[src/rtl/csd_pkg.sv]
`timescale 1ns/1ps
package csd_pkg;
    localparam int unsigned BCD_W = 4;
    typedef logic [BCD_W-1:0] bcd_t;
    localparam bcd_t BCD_NINE = 4'd9;
    localparam bcd_t BCD_ZERO = 4'd0;

    function automatic bcd_t bcd_wrap(input logic [BCD_W:0] raw);
        logic [BCD_W:0] adj;
        adj = (raw >= 5'd10) ? (raw - 5'd10) : raw;
        return adj[BCD_W-1:0];
    endfunction
endpackage

[src/rtl/csd_digit_cell.sv]
`timescale 1ns/1ps
module csd_digit_cell
    import csd_pkg::*;
(
    input  bcd_t s_dig,
    input  logic c_bit,
    output bcd_t cand_lo,
    output bcd_t cand_hi,
    output logic dgen,
    output logic dprop
);
    logic [BCD_W:0] base_val;
    logic [BCD_W:0] base_inc;

    always_comb begin
        base_val = {1'b0, s_dig} + {{BCD_W{1'b0}}, c_bit};
        base_inc = base_val + 5'd1;
        cand_lo  = bcd_wrap(base_val);
        cand_hi  = bcd_wrap(base_inc);
        // value ten: carries out regardless of the incoming carry
        dgen     = s_dig[BCD_W-1] & s_dig[0] & c_bit;
        // value nine or ten: forwards an incoming carry
        dprop    = s_dig[BCD_W-1] & (s_dig[0] | c_bit);
    end
endmodule

[src/rtl/csd_prefix_net.sv]
`timescale 1ns/1ps
module csd_prefix_net #(
    parameter int unsigned N = 16
) (
    input  logic [N-1:0] gen_in,
    input  logic [N-1:0] prop_in,
    output logic [N-1:0] carry_z,
    output logic [N-1:0] carry_o,
    output logic         msd_cout_z,
    output logic         msd_cout_o
);
    localparam int unsigned LVL = (N > 1) ? $clog2(N) : 1;

    logic [N-1:0] grp_g [0:LVL];
    logic [N-1:0] grp_p [0:LVL];

    always_comb begin
        grp_g[0] = gen_in;
        grp_p[0] = prop_in;
        for (int k = 0; k < LVL; k++) begin
            for (int i = 0; i < N; i++) begin
                if (i >= (1 << k)) begin
                    grp_g[k+1][i] = grp_g[k][i] | (grp_p[k][i] & grp_g[k][i - (1 << k)]);
                    grp_p[k+1][i] = grp_p[k][i] & grp_p[k][i - (1 << k)];
                end else begin
                    grp_g[k+1][i] = grp_g[k][i];
                    grp_p[k+1][i] = grp_p[k][i];
                end
            end
        end
    end

    always_comb begin
        carry_z[0] = 1'b0;
        carry_o[0] = 1'b1;
        for (int i = 1; i < N; i++) begin
            carry_z[i] = grp_g[LVL][i-1];
            carry_o[i] = grp_g[LVL][i-1] | grp_p[LVL][i-1];
        end
        msd_cout_z = grp_g[LVL][N-1];
        msd_cout_o = grp_g[LVL][N-1] | grp_p[LVL][N-1];
    end
endmodule

[src/rtl/csd_guard_inc.sv]
`timescale 1ns/1ps
module csd_guard_inc
    import csd_pkg::*;
(
    input  bcd_t gd_in,
    output bcd_t gd_next,
    output logic gd_cy
);
    always_comb begin
        gd_cy   = (gd_in == BCD_NINE);
        gd_next = bcd_wrap({1'b0, gd_in} + 5'd1);
    end
endmodule

[src/rtl/csd_compound_add.sv]
`timescale 1ns/1ps
module csd_compound_add
    import csd_pkg::*;
#(
    parameter int unsigned DIGITS = 16
) (
    input  logic                    clk,
    input  logic                    rst_n,
    input  logic [DIGITS*4-1:0]     sum_in,
    input  logic [DIGITS-1:0]       cry_in,
    input  logic [3:0]              guard_in,
    output logic [DIGITS*4-1:0]     res_p0,
    output logic [DIGITS*4-1:0]     res_p1,
    output logic [3:0]              guard_out,
    output logic                    guard_cy
);
    localparam int unsigned WORD_W = DIGITS * BCD_W;

    logic [DIGITS-1:0] dig_gen;
    logic [DIGITS-1:0] dig_prop;
    logic [DIGITS-1:0] car_z;
    logic [DIGITS-1:0] car_o;
    logic              top_cz;
    logic              top_co;
    logic [WORD_W-1:0] cand_lo_w;
    logic [WORD_W-1:0] cand_hi_w;
    logic [WORD_W-1:0] nxt_p0;
    logic [WORD_W-1:0] nxt_p1;
    bcd_t              nxt_guard;
    logic              nxt_gcy;
    logic              primed;

    for (genvar d = 0; d < DIGITS; d++) begin : g_cell
        csd_digit_cell u_cell (
            .s_dig  (sum_in[d*BCD_W +: BCD_W]),
            .c_bit  (cry_in[d]),
            .cand_lo(cand_lo_w[d*BCD_W +: BCD_W]),
            .cand_hi(cand_hi_w[d*BCD_W +: BCD_W]),
            .dgen   (dig_gen[d]),
            .dprop  (dig_prop[d])
        );
        assign nxt_p0[d*BCD_W +: BCD_W] = car_z[d] ? cand_hi_w[d*BCD_W +: BCD_W]
                                                   : cand_lo_w[d*BCD_W +: BCD_W];
        assign nxt_p1[d*BCD_W +: BCD_W] = car_o[d] ? cand_hi_w[d*BCD_W +: BCD_W]
                                                   : cand_lo_w[d*BCD_W +: BCD_W];
    end

    csd_prefix_net #(.N(DIGITS)) u_net (
        .gen_in    (dig_gen),
        .prop_in   (dig_prop),
        .carry_z   (car_z),
        .carry_o   (car_o),
        .msd_cout_z(top_cz),
        .msd_cout_o(top_co)
    );

    csd_guard_inc u_gin (
        .gd_in  (guard_in),
        .gd_next(nxt_guard),
        .gd_cy  (nxt_gcy)
    );

    always_ff @(posedge clk) begin
        if (!rst_n) begin
            res_p0    <= '0;
            res_p1    <= '0;
            guard_out <= '0;
            guard_cy  <= 1'b0;
            primed    <= 1'b0;
        end else begin
            res_p0    <= nxt_p0;
            res_p1    <= nxt_p1;
            guard_out <= nxt_guard;
            guard_cy  <= nxt_gcy;
            primed    <= 1'b1;
        end
    end

    // input legality: sum digits must be BCD
    for (genvar d = 0; d < DIGITS; d++) begin : g_inchk
        assert_in_bcd_R3: assert property (@(posedge clk) disable iff (!rst_n)
            sum_in[d*BCD_W +: BCD_W] <= BCD_NINE);
        assert_out_bcd_R10: assert property (@(posedge clk) disable iff (!rst_n)
            primed |-> (res_p0[d*BCD_W +: BCD_W] <= BCD_NINE) &&
                       (res_p1[d*BCD_W +: BCD_W] <= BCD_NINE));
    end

    // a digit that generates must also propagate
    assert_gen_in_prop_R5: assert property (@(posedge clk) disable iff (!rst_n)
        (dig_gen & ~dig_prop) == '0);

    // injecting a carry can only add carries, including at the MSD
    assert_carry_order_R6: assert property (@(posedge clk) disable iff (!rst_n)
        ((car_z & ~car_o) == '0) && !(top_cz && !top_co));

    // least significant digit of the +1 result follows the +0 result
    assert_lsd_step_R4: assert property (@(posedge clk) disable iff (!rst_n)
        primed |-> res_p1[BCD_W-1:0] ==
                   ((res_p0[BCD_W-1:0] == BCD_NINE) ? BCD_ZERO : res_p0[BCD_W-1:0] + 4'd1));

    // guard carry only when the guard wraps to zero
    assert_guard_wrap_R8: assert property (@(posedge clk) disable iff (!rst_n)
        guard_cy |-> guard_out == BCD_ZERO);

    // zero operand presented one cycle earlier yields 0 and 1
    assert_latency_R2: assert property (@(posedge clk) disable iff (!rst_n)
        (primed && $past(primed) && $past(sum_in) == '0 && $past(cry_in) == '0)
            |-> (res_p0 == '0) && (res_p1 == {{(WORD_W-1){1'b0}}, 1'b1}));
endmodule

[config.mk]
export PLATFORM = sky130hd
export DESIGN_NAME = csd_compound_add
export DESIGN_NICKNAME = d
export VERILOG_FILES = /design/src/rtl/csd_pkg.sv /design/src/rtl/csd_digit_cell.sv /design/src/rtl/csd_prefix_net.sv /design/src/rtl/csd_guard_inc.sv /design/src/rtl/csd_compound_add.sv
export SDC_FILE = /design/constraint.sdc
export NUM_CORES = 1
export LEC_CHECK = 0
export BUFFER_PORTS_ARGS = -buffer_cell sky130_fd_sc_hd__buf_2
export CAP_MARGIN = 20
export CORE_UTILIZATION = 37
export CTS_BUF_LIST = sky130_fd_sc_hd__clkbuf_8
export CTS_CLUSTER_SIZE = 28
export DETAILED_ROUTE_END_ITERATION = 16
export HOLD_SLACK_MARGIN = 0.06
export SYNTH_ARGS = -nofsm -noshare
export SYNTH_HDL_FRONTEND = slang
export SYNTH_SLANG_ARGS = --single-unit
[constraint.sdc]
create_clock -name clk -period 4.7 [get_ports clk]
set_input_delay 1.41 -clock clk [delete_from_list [all_inputs] [get_ports clk]]
set_output_delay 1.41 -clock clk [all_outputs]
set_load 0.05 [all_outputs]
After elaboration in Yosys (flattened, before gate mapping)
Index checks and enable logic that the tools add are counted.

word-level totals
  register bits after elaboration = 133
  output and inout bits = 133

operators by class
  magnitude comparators = 33
  muxes and demuxes = 63
  bitwise gates (word level) = 210
  $add $sub $neg = 66
  equal/unequal tests = 1

operators by type and width
  kind                                                                                 count
  4-bit two-way mux                                                                    63
  5-bit by 4-bit greater-or-equal comparator with 1-bit output, second input constant  33
  1-bit bitwise AND                                                                    135
  4-bit subtractor, second input constant                                              33
  4-bit by 1-bit adder with 5-bit output                                               16
  5-bit by 1-bit adder with 5-bit output, second input constant                        16
  1-bit bitwise OR                                                                     75
  4-bit by 1-bit adder with 5-bit output, second input constant                        1
  4-bit == test, second input constant                                                 1

Depth between registers and ports, before layout
  depth after elaboration = 11
  mapped depth = 12

Cells and area by module
From an unflattened synthesis, not the netlist that was laid out.

second synthesis, totals
  cells, all modules = 1356
  area total of the unflattened synthesis = 11981.5 um2

modules (own cells, without submodules)
  module            cells each  area each (um2)  times used
  csd_digit_cell    48          372.9            16
  csd_compound_add  440         5166.2           1
  csd_prefix_net    124         671.9            1
  csd_guard_inc     24          177.7            1

Worst setup path before layout
No wires, ideal clock.

  path type = input to register
  from = input sum_in[60]
  to = register res_p1[62]
  library setup time = 0.123 ns
  path buffers = 0
  arrival = 3.937 ns
  setup slack = 0.640 ns
  cell stages on the path = 12
  path through = ha_1 > ha_1 > xor2_1 > inv_1 > xnor2_1 > ha_1 > a21oi_1 > nor3_1 > mux2i_1 > a221oi_1 > mux2_2 > mux2_1

between the ends
  cells in the longest elaborated chain, start to end = 5

ends and longest elaborated chain
  what                                                                                                     line                    source
  start: declaration                                                                                       csd_compound_add.sv:9   input logic [DIGITS*4-1:0] sum_in,
  4-bit by 1-bit adder with 5-bit output *                                                                 csd_digit_cell.sv:16    base_val = {1'b0, s_dig} + {{BCD_W{1'b0}}, c_bit};
  5-bit by 1-bit adder with 5-bit output                                                                   csd_digit_cell.sv:17    base_inc = base_val + 5'd1;
  4-bit subtractor / 5-bit by 4-bit greater-or-equal comparator with 1-bit output (equally long branches)  csd_pkg.sv:10           adj = (raw >= 5'd10) ? (raw - 5'd10) : raw;
  4-bit two-way mux                                                                                        csd_pkg.sv:10
  4-bit two-way mux *                                                                                      csd_compound_add.sv:44  assign nxt_p1[d*BCD_W +: BCD_W] = car_o[d] ? cand_hi_w[d*BCD_W +: BCD_W]
  end signal: assignment                                                                                   csd_compound_add.sv:72  res_p1 <= nxt_p1;
  end: declaration                                                                                         csd_compound_add.sv:13  output logic [DIGITS*4-1:0] res_p1,

Mark *: on every way between the ends. The rest lies on a longest branch, timed or not.
A chain may end at the register's enable or synchronous reset.

Final worst setup path
Same ends and word-level chain as after synthesis.

==> impl_metrics.yaml <==
status:
  run_status: "complete, no violations"
critical_path:
  cp.arrival_ns: 4.38
  crit_path_end_kind: "register"
  path_cells: "buf_2 -> ha_1 -> ha_1 -> xor2_1 -> inv_1 -> xnor2_1 -> ha_1 -> a21oi_1 -> nor3_1 -> mux2i_1 -> a221oi_1 -> mux2_2 -> mux2_1"
  crit_path_max_incr_delay_ns: 0.40
  crit_top_cell: "ha_1"
  path_max_fanout: 5
  worst-path-buf-inv: 2
  cp.required_ns: 5.02
  critPathKind: "in -> reg"
  critPathTopFamily: "multiplexers"
  slowest_stage: "a221oi_1"
  cp-start-kind: "input pin"
pwr:
  p_leak_uw: 0.00604
  vdd_drop_max_mv: 0.158
  p_per_area_nw_per_um2: 338
clocking:
  htree_levels: 4
  cts_resized: 0
  cts_setup_buffers: 0
  cts_sinks: 133
  tritoncts: "built"
  clk_path_buf_depth: 2
  clk_pin_slew_ns: 0.08
  cts-root-buf: "clkbuf_8"
  postCtsHoldBufs: 0
  cts_buffers: 17
floorplanning:
  die_y_um: 171
  dieArea_um2: 29300
  coreArea_um2: 28000
  num_io_pins: 219
  rows: 61
  start_util_pct: 37.8
  die_w_um: 171
grt:
  track_usage_pct: 20.5
  gr-total-overflow: 0
  grt_pass1_vias: 9286
  grt_max_degree: 72
  antenna_found_initial: 2
  grt_pass1_wl_um: 47100
worst_hold_path:
  holdCritStartpoint: "guard_in[0]"
  whs_path_depth: 2
  hold_path.class: "in -> reg"
  min_to: "guard_out[0]$_SDFF_PN0_"
final_layout:
  stdcell_area_um2: 12500
  layout_commonest_cell: "buf_2"
  layout_common_cells: "buf_2, dfxtp_1, ha_1, inv_1, a21oi_1"
  area_growth_pct: 17.9
  drive_gt1_share_pct: 20.6
  fin_nets: 1702
job:
  maxCapViolations: 0
drt:
  dr.pass1.iters: 5
  vias: 9927
  wirelength_um: 30200
  wire_per_inst_um: 16.0
  route.detailed.drc: 0
  ant_nets: 0
  avgViaCountPerCell: 5.25
  drtIter0Drc: 676
synthesis:
  postSynthCellCount: 1279
  synthesis.nets: 1482
  ys_seq_elements: 133
  async_flop_share_pct: 0
  yosys.area.top_type: "dfxtp_1"
  synth.cell_area_um2: 10600
  synth-main-ff-cell: "dfxtp_1"
  synthMuxAreaShare_pct: 4.59
  synth.avg_cell_area_um2: 8.29
  ys_warn_count: 0
  yosys.area_share.simple_pct: 16.8
  synth_top_family_by_area: "compound AO/OA/AOI/OAI gates"
  yosysSeqAreaShare_pct: 25.1
  synth_cell_types: 91
  synthTopCellsByArea: "dfxtp_1, ha_1, xnor2_1"
  synth_compound_area_share_pct: 23.6
  synth-xor-area-share_pct: 11.0
  synth_top_area_share_pct: 25.1
  synth_fa_ha_area_share_pct: 13.8
  synth-edff-count: 0
sta:
  setup_violations: 0
  period_share_pct: 86.4
  rsz0062_at_grt: "false"
  maxSlewHeadroom_pct: 43.5
  finalMaxSlewViolations: 0
  whs_ns: 1.19
  layout_min_cycle_time_ns: 4.06
  fmax_ghz: 0.246
  setup-tns-final_ns: 0
  hold_violations: 0
  tightest_slew_ns: 0.847
place:
  portBuffers: 218
  dpl.hpwl_um: 23900
  dpl_cell_area_um2: 12100
  place_congestion: 0.921
cell type report:
cell class	instances	area, µm²
fill	2838	15500
multi-input combinational	1014	7410
sequential	133	2660
timing repair buffer	229	1170
tap	378	473
inverter	104	390
clock buffer	17	234
clock inverter	15	154
antenna	1	2.50
synth_stat cells (all sizes together), types with 18 or more instances:
cell type,n
a21oi,102
nand2,90
xnor2,91
mux2i,34
inv,102
o21ai,96
nor2,90
xor2,38
nor3,27
dfxtp,133
ha,117
clkbuf,18
nand3,51
o21a,18
and3,23
per-stage QoR:
| stage | power [µW] | setup slack (ns) | util [%] | instances |
|---|---|---|---|---|
| 2_1_floorplan | 2820 | 0.640 | - | 1279 |
| 3_3_place_gp | 3250 | 0.287 | 43.2 | 1858 |
| 3_5_place_dp | 3270 | 0.230 | 43.2 | 1858 |
| 4_1_cts | 4270 | 0.687 | 44.6 | 1890 |
| 5_1_grt | 4500 | 0.451 | 44.6 | 1891 |
| 6_report | 4230 | 0.638 | 44.6 | 1891 |
worst max path at each step:
stage,cells after the start,endpoint,slack (ns),start
2_1_floorplan,12,res_p1[62]$_SDFF_PN0_,0.64,sum_in[60]
3_3_place_gp,13,res_p1[62]$_SDFF_PN0_,0.29,sum_in[60]
3_5_place_dp,13,res_p1[62]$_SDFF_PN0_,0.23,sum_in[60]
4_1_cts,13,res_p1[62]$_SDFF_PN0_,0.69,sum_in[60]
5_1_grt,13,res_p1[62]$_SDFF_PN0_,0.45,sum_in[60]
6_report,13,res_p1[62]$_SDFF_PN0_,0.64,sum_in[60]
kinds of logic (layout without fill, tap and decap cells):
kind of cell	Yosys count	in the layout
AO/OA/AOI/OAI	368	368
other	0	1
flip-flops	133	133
buffers and inverters	132	365
AND/OR/NAND/NOR	352	352
adder cells (fa/ha/maj)	117	117
XOR/XNOR	130	130
multiplexers	47	47
layer usage:
layer  vias up  global-route usage, %  wire length (µm)
met5         -                      0                11
met4         2                   6.64               549
met3        31                   4.05              1710
met2       267                   35.4             14500
met1      4606                   25.4             13400
li1       5021                      -                 -
registers in the layout (all words and copies together) (netlist names):
signal / cells
guard_out: 4
guard_cy: 1
res_p0: 64
res_p1: 64
where the power goes:
part	switching [µW]	total [µW]	internal [µW]
clock network	503	977	474
registers	41.5	1310	1270
logic	1300	1940	637
total	1840	4230	2380
No activity file was read; power rests on OpenSTA's default activity.
